## src/rtl/furnace_pkg.sv

```systemverilog
package furnace_pkg;
   typedef enum logic [1:0] {
      ST_IDLE   = 2'd0,
      ST_IGNITE = 2'd1,
      ST_RUN    = 2'd2,
      ST_COOL   = 2'd3
   } furn_state_e;
endpackage

```

## src/rtl/furnace_cool_timer.sv

```systemverilog
module furnace_cool_timer #(
   parameter int COOL_CYCLES = 8,
   localparam int CNT_W = (COOL_CYCLES > 1) ? $clog2(COOL_CYCLES) : 1
) (
   input  logic clk_i,
   input  logic rst_i,
   input  logic run_i,
   output logic expire_o
);
   localparam logic [CNT_W-1:0] LAST = CNT_W'(COOL_CYCLES - 1);

   generate
      if (COOL_CYCLES < 1) begin : g_bad_len
         $error("COOL_CYCLES must be at least 1");
      end
   endgenerate

   logic [CNT_W-1:0] cnt_q;

   assign expire_o = run_i && (cnt_q == LAST);

   always_ff @(posedge clk_i) begin
      if (rst_i || !run_i || expire_o) cnt_q <= '0;
      else                             cnt_q <= cnt_q + 1'b1;
   end

   // count never passes the final cooldown cycle
   p_timer_bound_r5: assert property (@(posedge clk_i) disable iff (rst_i)
      cnt_q <= LAST);
   // counter advances one per cooldown cycle until expiry
   p_timer_step_r5: assert property (@(posedge clk_i) disable iff (rst_i)
      (run_i && !expire_o) |=> (cnt_q == $past(cnt_q) + 1'b1));
endmodule

```

## src/rtl/furnace_next.sv

```systemverilog
module furnace_next
   import furnace_pkg::*;
(
   input  furn_state_e st_i,
   input  logic        cold_i,
   input  logic        hot_i,
   input  logic        warm_i,
   input  logic        expire_i,
   output furn_state_e st_o
);
   logic want_heat;

   // warm-enough has precedence over too-cold
   assign want_heat = cold_i && !warm_i;

   always_comb begin
      st_o = st_i;
      unique case (st_i)
         ST_IDLE:   if (want_heat) st_o = ST_IGNITE;
         ST_IGNITE: if (hot_i)     st_o = ST_RUN;
         ST_RUN:    if (warm_i)    st_o = ST_COOL;
         ST_COOL:   if (expire_i)  st_o = want_heat ? ST_IGNITE : ST_IDLE;
         default:                  st_o = ST_IDLE;
      endcase
   end
endmodule

```

## src/rtl/furnace_out_dec.sv

```systemverilog
module furnace_out_dec
   import furnace_pkg::*;
#(
   parameter bit OUT_REG = 1'b0
) (
   input  logic        clk_i,
   input  logic        rst_i,
   input  furn_state_e st_q_i,
   input  furn_state_e st_d_i,
   output logic        burner_o,
   output logic        blower_o,
   output logic        cool_o
);
   function automatic logic [2:0] decode(furn_state_e s);
      logic [2:0] v;
      unique case (s)
         ST_IDLE:   v = 3'b000;
         ST_IGNITE: v = 3'b100;
         ST_RUN:    v = 3'b110;
         ST_COOL:   v = 3'b011;
         default:   v = 3'b000;
      endcase
      return v;
   endfunction

   generate
      if (OUT_REG) begin : g_flop
         logic [2:0] out_q;
         always_ff @(posedge clk_i) begin
            if (rst_i) out_q <= 3'b000;
            else       out_q <= decode(st_d_i);
         end
         assign {burner_o, blower_o, cool_o} = out_q;
      end else begin : g_comb
         assign {burner_o, blower_o, cool_o} = decode(st_q_i);
      end
   endgenerate

   // burner and cooldown are mutually exclusive
   p_no_burn_cool_r7: assert property (@(posedge clk_i) disable iff (rst_i)
      !(burner_o && cool_o));
   // blower is on whenever cooldown is flagged
   p_cool_blower_r8: assert property (@(posedge clk_i) disable iff (rst_i)
      cool_o |-> blower_o);
   // presented state is the one chosen in the prior cycle
   p_state_follow_r8: assert property (@(posedge clk_i) disable iff (rst_i)
      1'b1 |=> (st_q_i == $past(st_d_i)));
endmodule

```

## src/rtl/furnace_ctrl.sv

```systemverilog
module furnace_ctrl
   import furnace_pkg::*;
#(
   parameter int COOL_CYCLES = 8,
   parameter bit OUT_REG     = 1'b0
) (
   input  logic clk_i,
   input  logic rst_i,
   input  logic cold_i,
   input  logic hot_i,
   input  logic warm_i,
   output logic burner_o,
   output logic blower_o,
   output logic cool_o
);
   furn_state_e st_q, st_d;
   logic        expire;

   always_ff @(posedge clk_i) begin
      if (rst_i) st_q <= ST_IDLE;
      else       st_q <= st_d;
   end

   furnace_cool_timer #(.COOL_CYCLES(COOL_CYCLES)) timer_i (
      .clk_i   (clk_i),
      .rst_i   (rst_i),
      .run_i   (st_q == ST_COOL),
      .expire_o(expire)
   );

   furnace_next next_i (
      .st_i    (st_q),
      .cold_i  (cold_i),
      .hot_i   (hot_i),
      .warm_i  (warm_i),
      .expire_i(expire),
      .st_o    (st_d)
   );

   furnace_out_dec #(.OUT_REG(OUT_REG)) out_i (
      .clk_i   (clk_i),
      .rst_i   (rst_i),
      .st_q_i  (st_q),
      .st_d_i  (st_d),
      .burner_o(burner_o),
      .blower_o(blower_o),
      .cool_o  (cool_o)
   );

   // reset lands in idle
   p_reset_idle_r1: assert property (@(posedge clk_i)
      rst_i |=> (st_q == ST_IDLE));
   // heat request from idle starts ignition
   p_idle_fire_r2: assert property (@(posedge clk_i) disable iff (rst_i)
      (st_q == ST_IDLE && cold_i && !warm_i) |=> (st_q == ST_IGNITE));
   // ignition holds until chamber is hot
   p_ign_hold_r3: assert property (@(posedge clk_i) disable iff (rst_i)
      (st_q == ST_IGNITE && !hot_i) |=> (st_q == ST_IGNITE));
   // run continues without warm-enough
   p_run_hold_r4: assert property (@(posedge clk_i) disable iff (rst_i)
      (st_q == ST_RUN && !warm_i) |=> (st_q == ST_RUN));
   // cooldown is not cut short
   p_cool_hold_r5: assert property (@(posedge clk_i) disable iff (rst_i)
      (st_q == ST_COOL && !expire) |=> (st_q == ST_COOL));
   // cooldown always ends when the timer expires
   p_cool_exit_r6: assert property (@(posedge clk_i) disable iff (rst_i)
      (st_q == ST_COOL && expire) |=> (st_q != ST_COOL));
   // cooldown never jumps straight back to blower run
   p_no_direct_run_r7: assert property (@(posedge clk_i) disable iff (rst_i)
      (st_q == ST_COOL) |=> (st_q != ST_RUN));
   // warm-enough beats too-cold in idle
   p_warm_wins_r9: assert property (@(posedge clk_i) disable iff (rst_i)
      (st_q == ST_IDLE && warm_i) |=> (st_q == ST_IDLE));
endmodule

```

## config.mk

```make
export PLATFORM = sky130hd
export DESIGN_NAME = furnace_ctrl
export DESIGN_NICKNAME = d
export VERILOG_FILES = /design/src/rtl/furnace_pkg.sv /design/src/rtl/furnace_cool_timer.sv /design/src/rtl/furnace_next.sv /design/src/rtl/furnace_out_dec.sv /design/src/rtl/furnace_ctrl.sv
export SDC_FILE = /design/constraint.sdc
export NUM_CORES = 1
export LEC_CHECK = 0
export CORE_AREA = 2 2 39 41
export DETAILED_ROUTE_END_ITERATION = 8
export DIE_AREA = 0 0 41 43
export PLACE_DENSITY = 0.56
export SETUP_SLACK_MARGIN = 0.1
export SLEW_MARGIN = 20
export SYNTH_ARGS = -nofsm -noshare
export SYNTH_HDL_FRONTEND = slang
export SYNTH_SLANG_ARGS = --single-unit
```

## constraint.sdc

```tcl
create_clock -name clk_i -period 1.3 [get_ports clk_i]
set_input_delay 0.39 -clock clk_i [delete_from_list [all_inputs] [get_ports clk_i]]
set_output_delay 0.39 -clock clk_i [all_outputs]
set_load 0.1 [all_outputs]
```

[Word-level counts from Yosys, hierarchy flattened]
Cells that the tools add are included.
Storage, ports and cells
  bits in registers: 5
  logic and storage cells: 26
Operators by class
  $add $sub $neg: 1
  equality and inequality tests: 8
  mux-type cells: 7
  reductions and logical operators: 8
Operator list (count)
  one-hot mux 3 bit (4 select lines): 1
  two-way mux 2 bit: 4
  one-hot mux 2 bit (4 select lines): 1
  != test 2 bit (second input constant): 3
  == test 2 bit (second input constant): 2
  AND reduction 4 bit: 1
  adder 3 x 1 -> 3 bit (second input constant): 1
  == test 3 bit (second input constant): 1
  == test 2 x 1 -> 1 bit (second input constant): 1
  logical AND 1 bit: 2
  zero test 1 bit: 2
  zero test 2 bit: 1
  logical OR 1 bit: 2
  != test 2 x 1 -> 1 bit (second input constant): 1
  two-way mux 1 bit: 1

[Longest topological paths before layout]
  depth after elaboration: 5
  mapped depth: 6
  gate-level depth less buffers: 6

[Hierarchy]
A second synthesis with hierarchy kept.
Second synthesis, totals
  cells, all modules: 28
  area, all modules: 295.3 µm²
By module, submodules not included
  furnace_cool_timer: instances 1, cells an instance 9, area each 131.4 µm²
  furnace_ctrl: instances 1, cells an instance 5, area each 58.8 µm²
  furnace_out_dec: instances 1, cells an instance 6, area each 55.1 µm²
  furnace_next: instances 1, cells an instance 8, area each 50.0 µm²

[Worst setup path before layout]
OpenSTA, ideal clock, no wires.
  path type: reg2out
  start: register st_q[1]
  end: output burner_o
  data arrival time: 1.327 ns
  data required time: 0.910 ns
  setup slack: -0.417 ns
  stages on the path, launching flop included: 3
  path buffers: 0
  cells stage by stage: dfxtp_1 inv_1 ha_1
On the way
  cells in the longest elaborated chain, start to end: 2
  elaborated cells on any way between the ends: 5
  classes of those cells: eq/ne (3); mux (1); reduce/logical (1)
Ends and longest elaborated chain
  from (decl): RTL line furnace_ctrl.sv:16  | furn_state_e st_q, st_d;
  from (signal assigned): RTL line furnace_ctrl.sv:21  | else st_q <= st_d;
  == test 2 bit, or another cell as far along: RTL line furnace_out_dec.sv:16  | unique case (s)
  one-hot mux 3 bit (4 select lines) (*): RTL line furnace_out_dec.sv:16
  to (decl): RTL line furnace_ctrl.sv:12  | output logic burner_o,
Mark *: on every way between the ends. The rest lies on a longest branch, timed or not.

[Worst setup path in the final report]
  start: register st_q[0]
  end: output blower_o
On the way
  cells in the longest elaborated chain, start to end: 2
  elaborated cells on any way between the ends: 5
  classes of those cells: eq/ne (3); mux (1); reduce/logical (1)
Ends and longest elaborated chain
  == test 2 bit, or another cell as far along: RTL line furnace_out_dec.sv:16
  one-hot mux 3 bit (4 select lines) (*): RTL line furnace_out_dec.sv:16
  to (decl): RTL line furnace_ctrl.sv:13  | output logic blower_o,
Marked as above.

==> impl_metrics.ini <==
[outcome]
run_status = complete, but fails checks
violations = negative setup slack

[placement]
port_buffers = 7
post-dp-hpwl_um = 513
gp_congestion = 0.662
dpl.cell_count = 63
place_area_um2 = 542

[sta]
slew_violations = 0
finalCriticalPeriod_ps = 1610
slew_headroom_pct = 82.6
finalSetupViolations = 5
finalHoldViolations = 0
setup-tns-final_ps = -650
layout_setup_ws_ps = -305
max_freq_ghz = 0.623
rsz0062_at_grt = true
min_period_over_period_pct = 123
worst_pin_slew_ps = 253
finClkSkew_ps = 3.90

[worst_setup_path]
path_class = reg2out
cp_max_fo = 4
critPathRequiredTime_ps = 910
cp-end-kind = output port
crit_path_start_kind = flop
arrival_ps = 1220

[finish]
instances_no_fill = 69
final_area_um2 = 651
drive_gt1_share_pct = 66.0
layout_common_cells = 6 x buf_4, 4 x ha_2
final_nets = 67
num_antenna_cells = 0
final_common_cell = buf_4
area_delta_synth_final_pct = 87.7

[floorplan]
fp.dieArea_um2 = 1760
core.rowCount = 14
num_io_pins = 8
die_width_um = 41
start_util_pct = 25.0
coreArea_um2 = 1380
die_h_um = 43

[routing]
avgViaCountPerCell = 4.17
drt_iter0_markers = 1
drc = 0
drt-wirelength-per-cell_um = 9.65
drt_pass1_iterations = 2
drtAntennaViolNets = 0
wirelength_um = 666
vias = 288

[synthesis]
seq_area_frac_synth_pct = 28.9
yosys-top-cells-area = dfxtp_1 29%, ha_1 29%, nand2b_1 7.2%, mux2i_1 5.8%, inv_1 4.3%
netlist_area_um2 = 347
syn_area_per_cell_um2 = 9.90
yosys.area.top_type = dfxtp_1
synth_warnings = 0
synth-seq-cells = 5
synth_cells = 35
synth.distinct_cells = 14
synth_top_area_share_pct = 28.9
syn_nets = 48

[grt]
grt_pass1_vias = 301
grt_pass1_wl_um = 1210
grt_overflow = 0
grt_util_all_layers_pct = 10.4
antenna_found_initial = 0
grt_max_degree = 7

[power_and_ir_drop]
pwr-share-comb_pct = 69.9
finalPower_w = 0.00141
pwr-share-clk_pct = 13.0
p_seq_share_pct = 17.1
power_leakage_nw = 0.275
p_per_area_nw_per_um2 = 2160
switching_share_pct = 46.8
internal_power_w = 0.000748
ir_drop_v = 0.000718
netSwitchingPower_w = 0.000657

[flow_run]
maxCapViolCount = 0

[clock_network]
cts_buffers = 3
cts_sinks = 5
cts-hold-fix-buffers = 0
clk_latency_ps = 250
clock-root-buffer = clkbuf_4
htree_levels = 1
cts_tree = built
path_clk_slew_ps = 50
cts.path.max_buffers = 2

[min_path]
hold_class = reg2reg
-- kinds of logic after synthesis --
family / count (synthesis) / synth area share [%]
simple gates: 12 / 21.3
fa+ha+maj: 8 / 28.9
compound gates: 4 / 10.8
mux: 2 / 5.78
buf+inv: 4 / 4.33
flops: 5 / 28.9
-- cells in the mapped netlist --
master and number:
inv_1 4, ha_1 8, a21oi_2 1, or2_2 1
a21oi_1 1, and2_1 2, a22o_1 1, nand2b_1 4
mux2i_1 2, nor2_1 3, dfxtp_1 5, nand2b_4 1
o221ai_2 1, nor3_1 1
-- routing by layer --
metal | vias to the layer above | wire length [um] | GRT usage (%)
met5 | - | 0 | 0
li1 | 152 | - | -
met1 | 128 | 238 | 10.9
met4 | 0 | 0 | 2.00
met2 | 8 | 375 | 16.3
met3 | 0 | 52 | 7.85
-- what timing repair did --
| action | in CTS | in global routing |
|---|---|---|
| setup buffers | 0 | 2 |
| resized for setup | 12 | 4 |
| pin swaps | 2 | 1 |
| gates cloned | 0 | 0 |
| endpoints found under the setup margin | 7 | 8 |
-- final cells by class --
class	instances	area (um2)
multi-input cells	26	322
well taps	16	20.0
clock buffers	3	22.5
clock inverters	1	5.00
flip-flops and latches	5	109
fillers	136	733
repair buffers	14	155
inverters	4	17.5
-- worst max-delay path, cell delays in order (launching register included) --
cell     delay [ps]
dfxtp_4         370
inv_4            50
ha_4            150
or2_4           230
buf_12          160
-- metrics by stage --
stage	hold WS, ps	setup slack, ps	util (%)
after detailed placement	431	-292	39.2
after floorplan	404	-3.18	-
after global routing	509	-357	47.0
after CTS	414	-320	44.9
after global placement	421	-254	39.2
final	494	-305	47.0
-- power groups by stage --
stage	clock, W	combinational, W	sequential [W]
after floorplan	0	0.000615	0.000231
after detailed placement	0	0.000864	0.000239
after global routing	0.000214	0.00105	0.000248
after CTS	0.000193	0.000956	0.000242
after global placement	0	0.000860	0.000238
final	0.000183	0.000983	0.000240
-- sequential cells by signal, indices dropped and copies added, names as in the netlist --
signal,cells
timer_i.cnt_q,3
st_q,2
-- worst paths after layout --
kind                                     from                          end  slack, ps  cells past startpoint
hold / removal    timer_i.cnt_q[0]$_SDFF_PP0_  timer_i.cnt_q[0]$_SDFF_PP0_        490                      2
setup reg to reg         st_q[0]$_SDFFE_PP0P_         st_q[0]$_SDFFE_PP0P_        -30                      6
setup / recovery         st_q[0]$_SDFFE_PP0P_                     blower_o       -310                      4
hold reg to reg   timer_i.cnt_q[0]$_SDFF_PP0_  timer_i.cnt_q[0]$_SDFF_PP0_        490                      2
Power figures use the tool's default switching activity.
